File: config.mk
export PLATFORM = sky130hd
export DESIGN_NAME = wdg_window
export DESIGN_NICKNAME = d
export VERILOG_FILES = /design/src/rtl/wdg_pkg.sv /design/src/rtl/wdg_ctl_reg.sv /design/src/rtl/wdg_prescaler.sv /design/src/rtl/wdg_key_fsm.sv /design/src/rtl/wdg_window.sv
export SDC_FILE = /design/constraint.sdc
export NUM_CORES = 1
export LEC_CHECK = 0
export ABC_AREA = 1
export BUFFER_PORTS_ARGS = -buffer_cell sky130_fd_sc_hd__buf_4
export CAP_MARGIN = 25
export CORE_UTILIZATION = 56
export DETAILED_ROUTE_END_ITERATION = 8
export PLACE_DENSITY = 0.9
export SLEW_MARGIN = 10
export SYNTH_ARGS = -nofsm -noshare
export SYNTH_HDL_FRONTEND = slang
export SYNTH_SLANG_ARGS = --single-unit
File: constraint.sdc
create_clock -name clk -period 1.9 [get_ports clk]
set_input_delay 0 -clock clk [delete_from_list [all_inputs] [get_ports clk]]
set_output_delay 0 -clock clk [all_outputs]
set_load 0.1 [all_outputs]
File: src/rtl/wdg_pkg.sv
package wdg_pkg;

    typedef enum logic [1:0] {
        ST_OFF,
        ST_CLOSED,
        ST_OPEN,
        ST_KEYED
    } wdg_state_e;

    typedef struct packed {
        logic       win;
        logic       dbg;
        logic       swait;
        logic       rstop;
        logic [2:0] rate;
    } wdg_ctl_t;

    localparam logic [7:0] KEY_ARM  = 8'h55;
    localparam logic [7:0] KEY_FIRE = 8'hAA;
    localparam int         MAX_EXP  = 24;

    localparam int BIT_WIN   = 7;
    localparam int BIT_DBG   = 6;
    localparam int BIT_MASK  = 5;
    localparam int BIT_SWAIT = 4;
    localparam int BIT_RSTOP = 3;

    // log2 of the period for each rate code
    function automatic int rate_exp(input logic [2:0] code);
        int e;
        case (code)
            3'd1:    e = 14;
            3'd2:    e = 16;
            3'd3:    e = 18;
            3'd4:    e = 20;
            3'd5:    e = 22;
            3'd6:    e = 23;
            3'd7:    e = 24;
            default: e = 14;
        endcase
        return e;
    endfunction

endpackage

File: src/rtl/wdg_ctl_reg.sv
module wdg_ctl_reg
    import wdg_pkg::*;
#(
    parameter logic [2:0] RESET_RATE = 3'd0,
    parameter logic       RESET_WIN  = 1'b0
) (
    input  logic     clk,
    input  logic     rst_n,
    input  logic     special_mode,
    input  logic     ctl_wr,
    input  logic [7:0] wdata,
    output wdg_ctl_t ctl_q,
    output logic     win_next,
    output logic     rate_on_next,
    output logic     restart_o
);

    wdg_ctl_t ctl_d;
    logic     locked_q, locked_d;
    logic     rate_hit, dbg_rise;

    always_comb begin
        ctl_d    = ctl_q;
        locked_d = locked_q;
        rate_hit = 1'b0;
        dbg_rise = 1'b0;
        if (ctl_wr) begin
            // debug-stop ignores the mask; set-only in normal mode
            if (special_mode) begin
                ctl_d.dbg = wdata[BIT_DBG];
            end else begin
                ctl_d.dbg = ctl_q.dbg | wdata[BIT_DBG];
            end
            dbg_rise = !ctl_q.dbg && wdata[BIT_DBG];
            if (!wdata[BIT_MASK]) begin
                if (special_mode || !locked_q) begin
                    ctl_d.win   = ctl_q.win | wdata[BIT_WIN];
                    ctl_d.swait = wdata[BIT_SWAIT];
                    ctl_d.rstop = wdata[BIT_RSTOP];
                    if (wdata[2:0] != 3'd0) begin
                        ctl_d.rate = wdata[2:0];
                        rate_hit   = 1'b1;
                    end
                end
                if (!special_mode) begin
                    locked_d = 1'b1;
                end
            end
        end
    end

    always_ff @(posedge clk or negedge rst_n) begin
        if (!rst_n) begin
            ctl_q    <= '{win: RESET_WIN, dbg: 1'b0, swait: 1'b0,
                          rstop: 1'b0, rate: RESET_RATE};
            locked_q <= 1'b0;
        end else begin
            ctl_q    <= ctl_d;
            locked_q <= locked_d;
        end
    end

    assign win_next     = ctl_d.win;
    assign rate_on_next = (ctl_d.rate != 3'd0);
    assign restart_o    = rate_hit | dbg_rise;

endmodule

File: src/rtl/wdg_prescaler.sv
module wdg_prescaler
    import wdg_pkg::*;
#(
    parameter int SHRINK = 0,
    parameter int CNT_W  = MAX_EXP
) (
    input  logic       clk,
    input  logic       rst_n,
    input  logic [2:0] rate,
    input  logic       freeze,
    input  logic       hold,
    input  logic       clr,
    output logic       q3_hit,
    output logic       end_hit
);

    localparam logic [CNT_W:0]   ONE_W = (CNT_W+1)'(1);
    localparam logic [CNT_W-1:0] ONE_C = CNT_W'(1);

    logic [CNT_W-1:0] cnt_q;
    logic [CNT_W:0]   per, q3;
    logic [5:0]       sh;
    logic             run, counting;

    always_comb begin
        run      = (rate != 3'd0);
        sh       = 6'(rate_exp(rate) - SHRINK);
        per      = ONE_W << sh;
        q3       = per - (per >> 2);
        counting = run && !freeze && !hold;
        q3_hit   = counting && ({1'b0, cnt_q} == (q3 - ONE_W));
        end_hit  = counting && ({1'b0, cnt_q} == (per - ONE_W));
    end

    always_ff @(posedge clk or negedge rst_n) begin
        if (!rst_n) begin
            cnt_q <= '0;
        end else if (clr || !run) begin
            cnt_q <= '0;
        end else if (counting) begin
            cnt_q <= cnt_q + ONE_C;
        end
    end

endmodule

File: src/rtl/wdg_key_fsm.sv
module wdg_key_fsm
    import wdg_pkg::*;
#(
    parameter logic RESET_ON  = 1'b0,
    parameter logic RESET_WIN = 1'b0
) (
    input  logic       clk,
    input  logic       rst_n,
    input  logic       win_cur,
    input  logic       win_next,
    input  logic       rate_on_next,
    input  logic       ext_restart,
    input  logic       hold,
    input  logic       q3_hit,
    input  logic       end_hit,
    input  logic       arm_wr,
    input  logic [7:0] arm_data,
    output logic       fsm_restart,
    output logic       rst_req
);

    localparam wdg_state_e ST_INIT = !RESET_ON ? ST_OFF :
                                     (RESET_WIN ? ST_CLOSED : ST_OPEN);

    wdg_state_e state_q, state_d;
    logic       viol, serv, tmo;

    function automatic wdg_state_e base_of(input logic win);
        return win ? ST_CLOSED : ST_OPEN;
    endfunction

    // state register
    always_ff @(posedge clk or negedge rst_n) begin
        if (!rst_n) begin
            state_q <= ST_INIT;
        end else begin
            state_q <= state_d;
        end
    end

    // next state
    always_comb begin
        state_d = state_q;
        viol    = 1'b0;
        serv    = 1'b0;
        unique case (state_q)
            ST_OFF: begin
            end
            ST_CLOSED: begin
                if (arm_wr) begin
                    viol = 1'b1;
                end else if (q3_hit) begin
                    state_d = ST_OPEN;
                end
            end
            ST_OPEN: begin
                if (arm_wr) begin
                    if (arm_data == KEY_ARM) begin
                        state_d = ST_KEYED;
                    end else begin
                        viol = 1'b1;
                    end
                end
            end
            ST_KEYED: begin
                if (arm_wr) begin
                    if (arm_data == KEY_ARM) begin
                        state_d = ST_KEYED;
                    end else if (arm_data == KEY_FIRE) begin
                        serv = 1'b1;
                    end else begin
                        viol = 1'b1;
                    end
                end
            end
        endcase
        tmo         = end_hit && (state_q != ST_OFF);
        fsm_restart = viol || tmo || serv;
        if (fsm_restart) begin
            state_d = base_of(win_cur);
        end
        if (ext_restart || hold) begin
            state_d = base_of(win_next);
        end
        if (!rate_on_next) begin
            state_d = ST_OFF;
        end
    end

    // outputs
    always_ff @(posedge clk or negedge rst_n) begin
        if (!rst_n) begin
            rst_req <= 1'b0;
        end else begin
            rst_req <= viol || tmo;
        end
    end

endmodule

File: src/rtl/wdg_window.sv
module wdg_window
    import wdg_pkg::*;
#(
    parameter int         SHRINK     = 0,
    parameter logic [2:0] RESET_RATE = 3'd0,
    parameter logic       RESET_WIN  = 1'b0
) (
    input  logic       clk,
    input  logic       rst_n,
    input  logic       special_mode,
    input  logic       wait_mode,
    input  logic       debug_active,
    input  logic       bus_wr,
    input  logic       bus_sel,
    input  logic [7:0] bus_wdata,
    output logic [7:0] ctl_rdata,
    output logic       rst_req
);

    localparam logic RESET_ON = (RESET_RATE != 3'd0);

    wdg_ctl_t ctl_q;
    logic     win_next, rate_on_next, ctl_restart, fsm_restart;
    logic     hold, freeze, clr, q3_hit, end_hit;
    logic     ctl_wr, arm_wr;

    assign ctl_wr = bus_wr && !bus_sel;
    assign arm_wr = bus_wr && bus_sel;
    assign hold   = wait_mode && ctl_q.swait;
    assign freeze = debug_active && ctl_q.dbg;
    assign clr    = ctl_restart || fsm_restart || hold;

    wdg_ctl_reg #(
        .RESET_RATE (RESET_RATE),
        .RESET_WIN  (RESET_WIN)
    ) u_ctl (
        .clk          (clk),
        .rst_n        (rst_n),
        .special_mode (special_mode),
        .ctl_wr       (ctl_wr),
        .wdata        (bus_wdata),
        .ctl_q        (ctl_q),
        .win_next     (win_next),
        .rate_on_next (rate_on_next),
        .restart_o    (ctl_restart)
    );

    wdg_prescaler #(
        .SHRINK (SHRINK),
        .CNT_W  (MAX_EXP)
    ) u_pre (
        .clk     (clk),
        .rst_n   (rst_n),
        .rate    (ctl_q.rate),
        .freeze  (freeze),
        .hold    (hold),
        .clr     (clr),
        .q3_hit  (q3_hit),
        .end_hit (end_hit)
    );

    wdg_key_fsm #(
        .RESET_ON  (RESET_ON),
        .RESET_WIN (RESET_WIN)
    ) u_fsm (
        .clk          (clk),
        .rst_n        (rst_n),
        .win_cur      (ctl_q.win),
        .win_next     (win_next),
        .rate_on_next (rate_on_next),
        .ext_restart  (ctl_restart),
        .hold         (hold),
        .q3_hit       (q3_hit),
        .end_hit      (end_hit),
        .arm_wr       (arm_wr),
        .arm_data     (bus_wdata),
        .fsm_restart  (fsm_restart),
        .rst_req      (rst_req)
    );

    assign ctl_rdata = {ctl_q.win, ctl_q.dbg, 1'b0, ctl_q.swait,
                        ctl_q.rstop, ctl_q.rate};

endmodule

==> out/results.ini, run 1 <==
[cts]
clock_sinks = 35
cts_buffers = 5
clock_path_buffers = 2
cts-root-buf = clkbuf_8
htreeDepth = 2

[global_routing]
grt_usage_pct = 66.7
overflow = 21
grt_max_degree = 36

[run_status]
error = [ERROR GRT-0232] Routing congestion too high. Check the congestion heatmap in the GUI.
stop_stage = global routing
status = aborted with a tool error

[die]
start_util_pct = 59.3
rows = 27
die_w_microns = 79.3
ioPinCount = 24
fp.dieH_microns = 79.3

[placed_design]
placed_cell_area_sq_um = 4150
port_buffers = 22
hpwlAfterDp_microns = 6940
place.gp.congestion = 0.899

[logic_synthesis]
yosys-top-cells-area = dfrtp_1 26%, nand2_1 17%, inv_1 7.2%
async_flop_share_pct = 100
synth-edff-count = 0
ys.flop_type = dfrtp_1
netlist.area_leader.share_pct = 26.2
ys_ff_latch = 35
synth.distinct_cells = 43
syn_area_per_cell_sq_um = 6.58
ys_warn_count = 0
synth_top_cells_by_count = 151 x nand2_1, 64 x inv_1, 56 x nor2_1, 36 x nand3_1, 35 x dfrtp_1
synth_top_cell_by_area = dfrtp_1
yosysSeqAreaShare_pct = 26.2
synth_area_sq_um = 3350
synthCells = 509
yosysMostFrequentCell = nand2_1

[timing]
grt-worst-endpoint = u_fsm.state_q[1]$_DFFE_PN0P_/D
worstEpCategory = sequential cell input

## cell families after synthesis
group | synth area share [%]
and+or+nand+nor | 43.1
buffers and inverters | 9.79
AOI/OAI and AO/OA | 9.46
DFF | 26.2
adders and majority gates | 6.73
xor gates and xnor gates | 4.19
other | 0.224
muxes | 0.336
## metal layers
metal  GRT usage, %  GRT overflow
met5          0.909             0
met4           65.8            12
met3           45.4             0
met2           88.2             9
met1           67.8             0
## metrics by stage
stage	worst slack (ps)	hold WS (ps)	setup TNS [ps]	utilization [%]	std cells
floorplan	-317	-296	-2310	-	534
detailed placement	-311	-22.5	-3270	73.5	671
CTS	-232	22.1	-2850	80.2	696
global placement	-166	-27.9	-2670	73.5	671
## what timing repair did
action / CTS
gates cloned: 1
pin swaps: 19
hold buffers: 2
endpoints found under the hold margin: 36
setup buffers: 15
setup endpoints to repair: 26
gates resized for setup: 32
==> inputs of run 2 (changes only) <==
Settings changed: CORE_UTILIZATION 56 to 40, PLACE_DENSITY 0.9 to default, PLACE_DENSITY_LB_ADDON from default to 0.15.
Clock period 1.9 ns to 2.5 ns, I/O delays scaled along.
==> run 2 against run 1 <==
  * The flow now finishes without violations
  * Synthesized cell count did not move
  * Area after synthesis did not move
==> out/results.ini, run 2 <==
[die]
rows = 32  ; +19%
start_util_pct = 42.2  ; -17 points
ioPinCount = 24  ; unchanged
die-area_sq_um = 8740
die_w_microns = 93.5  ; +18%
coreArea_sq_um = 7930
fp.dieH_microns = 93.5  ; +18%

[global_routing]
antenna_found_initial = 0
grt_usage_pct = 19.0
grt_max_degree = 36
grt_first_pass_wirelength_microns = 13400
grt_pass1_vias = 3092
overflow = 0

[cells_and_area]
multi_input_area_sq_um = 2270
drive_above_1_share_pct = 16.4
largest_reg_flops = 24
seq_area_sq_um = 880
mostFrequentLayoutCells = 151 x nand2_1, 64 x inv_1, 54 x nor2_1
largest-register = u_pre.cnt_q
final_common_cell = nand2_1
fin_util_pct = 48.7
antenna_cells = 0
top_regs = u_pre.cnt_q (24), u_ctl.ctl_q (7), u_fsm.state_q (2)
nFillCells = 867
areaGrowthSynthToFinish_pct = 15.3
layout.nets = 593
finalNonFillerCells = 663

[logic_synthesis]
synth.distinct_cells = 43  ; unchanged
synth-edff-count = 0  ; unchanged
yosys-top-cells-area = dfrtp_1 26%, nand2_1 17%, inv_1 7.2%
ys_warn_count = 0  ; unchanged
synth_area_sq_um = 3350  ; unchanged
ys.flop_type = dfrtp_1
yosysSeqAreaShare_pct = 26.2  ; unchanged
synth_top_cell_by_area = dfrtp_1
yosysMostFrequentCell = nand2_1
synthCells = 509  ; unchanged
async_flop_share_pct = 100  ; unchanged
synth_top_cells_by_count = 151 x nand2_1, 64 x inv_1, 56 x nor2_1, 36 x nand3_1, 35 x dfrtp_1
netlist.area_leader.share_pct = 26.2  ; unchanged
ys_ff_latch = 35  ; unchanged
syn_area_per_cell_sq_um = 6.58  ; unchanged

[timing]
setup-tns-final_ps = 0
setup_violations = 0
rsz0062_at_grt = no
holdWs_ps = 23.3
skew_ps = 14.8
finalMaxSlewViolations = 0
finalHoldViolations = 0
fin_crit_ps = 2240
max_freq_mhz = 446
setup_ws_ps = 258
fin_crit_sh_pct = 89.7

[min_path]
min_path_type = input port to flip-flop
hp-start = bus_wdata[4]

[placed_design]
place.gp.congestion = 0.900  ; +0.16%
port_buffers = 22  ; unchanged
pre_cts_ws_ps = 171  ; +481 ps
hpwlAfterDp_microns = 6240  ; -10%
dp_cells = 653  ; -2.7%

[detailed_routing]
viasPerCell = 4.86
first_iter_violations = 159
drtPass1Iterations = 6
routed_wl_microns = 7750
vias = 3219
ant_nets = 0
wl_per_cell_microns = 11.7
drc = 0

[worst_setup_path]
required_ps = 2720
crit-reg2reg-launch = u_ctl.ctl_q[0]$_DFF_PN0_
crit_chain = inv_2 -> nand2_1 -> nor2_2 -> ha_1 -> nand2_1 -> nor2_1 -> o21a_1 -> a21oi_2 -> nand3_1 -> a21oi_2 -> nand3_2 -> nand3_2 -> nand2_1 -> nand2_1
end_kind = flip-flop
critPathSlowestCell = dfrtp_2
crit_buf_inv = 1
worstPathMaxFanout = 6
worst_path_dominant_cell_family = simple AND/OR/NAND/NOR gates
cp_common_cell = nand2_1
cpPeakStageDelay_ps = 470
worst-setup-path-type = flip-flop to flip-flop
critPathLaunchType = flip-flop
crit_start = u_ctl.ctl_q[0]$_DFF_PN0_
cp.arrival_ps = 2460

[run_status]
status = finished, final reports clean

[power]
powerDensity_nw_per_um2 = 639
ir_drop_mv = 0.588
p_leak_nw = 1.92

[cts]
clock_sinks = 35  ; unchanged
cts-root-buf = clkbuf_8
cts_setup_buffers = 0  ; -15
clk_latency_ps = 290
clock_path_buffers = 2  ; unchanged
htreeDepth = 2  ; unchanged
cts.clk_slew.worst_paths_ps = 70
cts_tree = built
cts_buffers = 5  ; unchanged

[flow_run]
drv_cap = 0

[run 2: cell counts after synthesis]
No cell type changed its count.
[run 2: area by class of cell]
type | count | share of cell area (%)
clock buffers | 5 | 1.78
multi-input cells | 420 | 58.7
clock inverters | 3 | 1.14
well taps | 102 | 3.31
flip-flops and latches | 35 | 22.8
repair buffers | 25 | 5.00
inverters | 73 | 7.23
[run 2: path summary, 6_finish.rpt]
| check | to | cells after the start | slack (ps) |
|---|---|---|---|
| setup reg to reg | u_fsm.state_q[1]$_DFFE_PN0P_ | 14 | 260 |
| setup / recovery | u_fsm.state_q[1]$_DFFE_PN0P_ | 14 | 260 |
| hold reg to reg | u_ctl.locked_q$_DFFE_PN0P_ | 1 | 460 |
| max in group asynchronous | u_ctl.ctl_q[1]$_DFF_PN0_ | 2 | 1960 |
| min in group asynchronous | u_ctl.ctl_q[4]$_DFFE_PN0P_ | 2 | 190 |
| hold / removal | u_ctl.ctl_q[4]$_DFFE_PN0P_ | 3 | 20 |
[run 2: kinds of logic (layout without fill, tap and decap cells)]
kind of cell	count (synthesis)	count (layout)	synth area share, %
AOI/OAI and AO/OA	51	51	9.46
xor gates and xnor gates	16	16	4.19
adders and majority gates	18	18	6.73
buffers and inverters	79	106	9.79
DFF	35	35	26.2
muxes	1	1	0.336
other	2	27	0.224
and+or+nand+nor	307	307	43.1
[run 2: what timing repair did]
| action | 4_1_cts | 5_1_grt |
|---|---|---|
| hold buffers | 2 | 0 |
| endpoints found under the setup margin | 0 | 2 |
| resized for setup | 0 | 6 |
| hold endpoints to repair | 36 | 0 |
[run 2: through the flow]
| stage | area [sq um] | power (mW) |
|---|---|---|
| floorplan | 3440 | 1.69 |
| global placement | 3700 | 1.89 |
| detailed placement | 3700 | 1.91 |
| CTS | 3830 | 2.43 |
| global route | 3860 | 2.64 |
| finish | 3860 | 2.46 |
[run 2: metal layers]
metal	GRT usage [%]	wire, microns
met3	1.95	199
met2	36.0	3900
met1	22.2	3510
met5	0	0
met4	5.64	133
[run 2: where the power goes]
part / internal [mW] / total, mW / switching [mW]
Clock: 0.297 / 0.519 / 0.222
Combinational: 0.380 / 1.23 / 0.852
Sequential: 0.624 / 0.713 / 0.0888
Total: 1.30 / 2.46 / 1.16
[run 2: worst register-to-register path, stage by stage, from the launching register on]
cell and delay (ps):
dfrtp_2 470, inv_2 120, nand2_1 110, nor2_2 120, ha_1 280, nand2_1 150
nor2_1 50, o21a_1 180, a21oi_2 120, nand3_1 100, a21oi_2 160, nand3_2 120
nand3_2 90, nand2_1 50, nand2_1 50
No activity file was read; power rests on OpenSTA's default activity.
==> inputs of run 3 (changes only) <==
Settings changed: ABC_AREA 1 to default.
==> run 3 against run 2 <==
  * The run now ends with negative setup slack left
  * Sequential power rose by 2%
  * Cell area rose by 2.9%
  * First-iteration DRC count fell by 6.3%
  * Non-clock buffer count rose by 42
  * Critical endpoint unchanged
==> out/results.ini, run 3 <==
[run_status]
status = complete, but fails checks
violations = negative setup slack

[worst_setup_path]
worst-setup-path-type = flip-flop to flip-flop
cpPeakStageDelay_ps = 510  ; +40 ps
critPathLaunchType = flip-flop
required_ps = 2680  ; -40 ps
worstPathMaxFanout = 4  ; -2
end_kind = flip-flop
worst_path_dominant_cell_family = compound AO/OA/AOI/OAI gates
crit_buf_inv = 1  ; unchanged
critPathSlowestCell = dfrtp_4
cp.arrival_ps = 2710  ; +250 ps
crit_chain = or2_4 -> ha_4 -> buf_4 -> nand2_1 -> o21bai_1 -> a21oi_1 -> o21ai_2 -> mux2i_2 -> nor3_1 -> a211o_1

[cells_and_area]
largest-register = u_pre.cnt_q
fin_util_pct = 54.4  ; +5.8 points
areaGrowthSynthToFinish_pct = 30.3
layout.nets = 476  ; -20%
drive_above_1_share_pct = 23.2  ; +6.8 points
mostFrequentLayoutCells = 57 x buf_4, 42 x nor2_1, 31 x nand2_1
finish.instance_area_sq_um = 3970  ; +2.9%
final_common_cell = buf_4
largest_reg_flops = 24  ; unchanged
antenna_cells = 0  ; unchanged
finalNonFillerCells = 543  ; -18%
top_regs = u_pre.cnt_q (24), u_ctl.ctl_q (7), u_fsm.state_q (2)

[logic_synthesis]
synthCells = 363  ; -29%
synth.distinct_cells = 68  ; +58%
yosysMostFrequentCell = nor2_1
synth_top_cell_by_area = dfrtp_1
syn_area_per_cell_sq_um = 8.39  ; +28%
synth_area_sq_um = 3050  ; -9.0%
netlist.area_leader.share_pct = 28.8  ; +2.6 points
ys.flop_type = dfrtp_1
synth-edff-count = 0  ; unchanged
yosysSeqAreaShare_pct = 28.8  ; +2.6 points
async_flop_share_pct = 100  ; unchanged
synth_top_cells_by_count = 43 x nor2_1, 35 x dfrtp_1, 32 x nand2_1, 22 x xor2_1, 18 x ha_1
ys_ff_latch = 35  ; unchanged
ys_warn_count = 0  ; unchanged
yosys-top-cells-area = dfrtp_1 29%, ha_1 7.4%, xor2_1 6.3%

[power]
powerDensity_nw_per_um2 = 702  ; +9.8%
ir_drop_mv = 0.428  ; -27%
p_leak_nw = 1.78  ; -7.7%

[global_routing]
grt_pass1_vias = 2743  ; -11%
grt_first_pass_wirelength_microns = 13100  ; -2.0%
overflow = 0  ; unchanged
grt_max_degree = 36  ; unchanged
grt_usage_pct = 21.2  ; +2.2 points
antenna_found_initial = 0  ; unchanged

[timing]
tightest_slew_ps = 552
setup_violations = 1  ; +1
finalMaxSlewViolations = 0  ; unchanged
fin_crit_ps = 2530  ; +287 ps
fin_crit_sh_pct = 101  ; +11 points
setup_ws_ps = -29.2  ; -287 ps
holdWs_ps = 15.9  ; -7.42 ps
finalHoldViolations = 0  ; unchanged
skew_ps = 5.53  ; -9.27 ps
relSlewSlack_pct = 62.8
rsz0062_at_grt = yes
max_freq_mhz = 395  ; -11%

[cts]
cts-root-buf = clkbuf_8
cts.clk_slew.worst_paths_ps = 70  ; about the same
cts_tree = built
clock_path_buffers = 2  ; unchanged
cts_buffers = 5  ; unchanged
htreeDepth = 2  ; unchanged
clk_latency_ps = 290  ; about the same
clock_sinks = 35  ; unchanged

[placed_design]
dp_cells = 522  ; -20%
placed_cell_area_sq_um = 3640  ; -1.6%
hpwlAfterDp_microns = 5940  ; -4.8%
place.gp.congestion = 0.980  ; +8.9%
port_buffers = 22  ; unchanged

[detailed_routing]
wl_per_cell_microns = 14.3  ; +23%
routed_wl_microns = 7780  ; +0.43%
ant_nets = 0  ; unchanged
drtPass1Iterations = 4  ; -2
drc = 0  ; unchanged
vias = 2930  ; -9.0%
first_iter_violations = 149  ; -6.3%
viasPerCell = 5.40  ; +11%

[die]
rows = 31  ; -3.1%
die_w_microns = 89.3  ; -4.5%
coreArea_sq_um = 7290  ; -8.0%
start_util_pct = 41.8  ; -0.46 points
ioPinCount = 24  ; unchanged
die-area_sq_um = 7970  ; -8.8%
fp.dieH_microns = 89.3  ; -4.5%

[flow_run]
drv_cap = 0  ; unchanged

[min_path]
min_path_type = input port to flip-flop

run 3: cell types whose count changed after synthesis, sizes merged, moves of 5 or more:
cell	delta
clkbuf	+7
nor4	+6
inv	-60
buf	+6
xor2	+12
nand2	-128
a21o	+5
nor2	-25
nor3	-8
nand3	-26
a21oi	-11
run 3: repair_timing:
item | CTS | global route
hold buffers | 6 | 0
gates resized for setup | 17 | 3
buffers inserted | 5 | 2
endpoints found under the setup margin | 2 | 4
hold endpoints to repair | 40 | 0
pin swaps | 13 | 0
run 3: kinds of logic after synthesis:
group,Yosys count,share of synthesized area [%]
compound gates,86,20.9
xor+xnor,32,9.20
fa+ha+maj,18,7.40
buf+inv,30,4.89
flops,35,28.8
mux,6,2.10
other cells,2,0.247
simple gates,154,26.5
run 3: final timing paths:
| check | from | endpoint | slack (ps) | depth (start not counted) |
|---|---|---|---|---|
| hold reg to reg | u_ctl.locked_q$_DFFE_PN0P_ | u_ctl.locked_q$_DFFE_PN0P_ | 480 | 1 |
| setup / recovery | u_ctl.ctl_q[2]$_DFF_PN0_ | u_fsm.state_q[1]$_DFFE_PN0P_ | -30 | 10 |
| setup reg to reg | u_ctl.ctl_q[2]$_DFF_PN0_ | u_fsm.state_q[1]$_DFFE_PN0P_ | -30 | 10 |
| max in group asynchronous | rst_n | u_ctl.ctl_q[2]$_DFF_PN0_ | 1960 | 2 |
| hold / removal | bus_wdata[1] | u_ctl.ctl_q[1]$_DFF_PN0_ | 20 | 2 |
| min in group asynchronous | rst_n | u_pre.cnt_q[10]$_DFFE_PN0P_ | 190 | 2 |
run 3: area by class of cell:
type,count,area [sq um]
fill,717,3320
multi-input combinational,323,2250
sequential,35,890
timing repair buffer,67,544
tap,99,124
clock buffer,6,82.6
inverter,11,41.3
clock inverter,2,38.8
run 3: power breakdown:
group / leakage (nW) / internal, mW / switching, mW
Clock: 0.0618 / 0.328 / 0.223
Sequential: 0.457 / 0.635 / 0.0896
Combinational: 1.26 / 0.631 / 0.878
Total: 1.78 / 1.59 / 1.19
run 3: layer usage:
| layer | wire length (microns) | global-route usage (%) | vias up |
|---|---|---|---|
| li1 | - | - | 1477 |
| met1 | 3680 | 27.6 | 1388 |
| met2 | 3810 | 37.3 | 54 |
| met3 | 203 | 2.86 | 11 |
| met4 | 90 | 4.91 | 0 |
| met5 | 0 | 0 | - |
run 3: through the flow:
| stage | total power [mW] | setup slack (ps) | setup TNS (ps) |
|---|---|---|---|
| final | 2.78 | -29.2 | -29.2 |
| after global routing | 2.96 | -155 | -292 |
| after CTS | 2.75 | -6.34 | -7.53 |
| after floorplan | 1.67 | -437 | -822 |
| after global placement | 2.06 | -37.1 | -46.4 |
| after detailed placement | 2.06 | -170 | -276 |
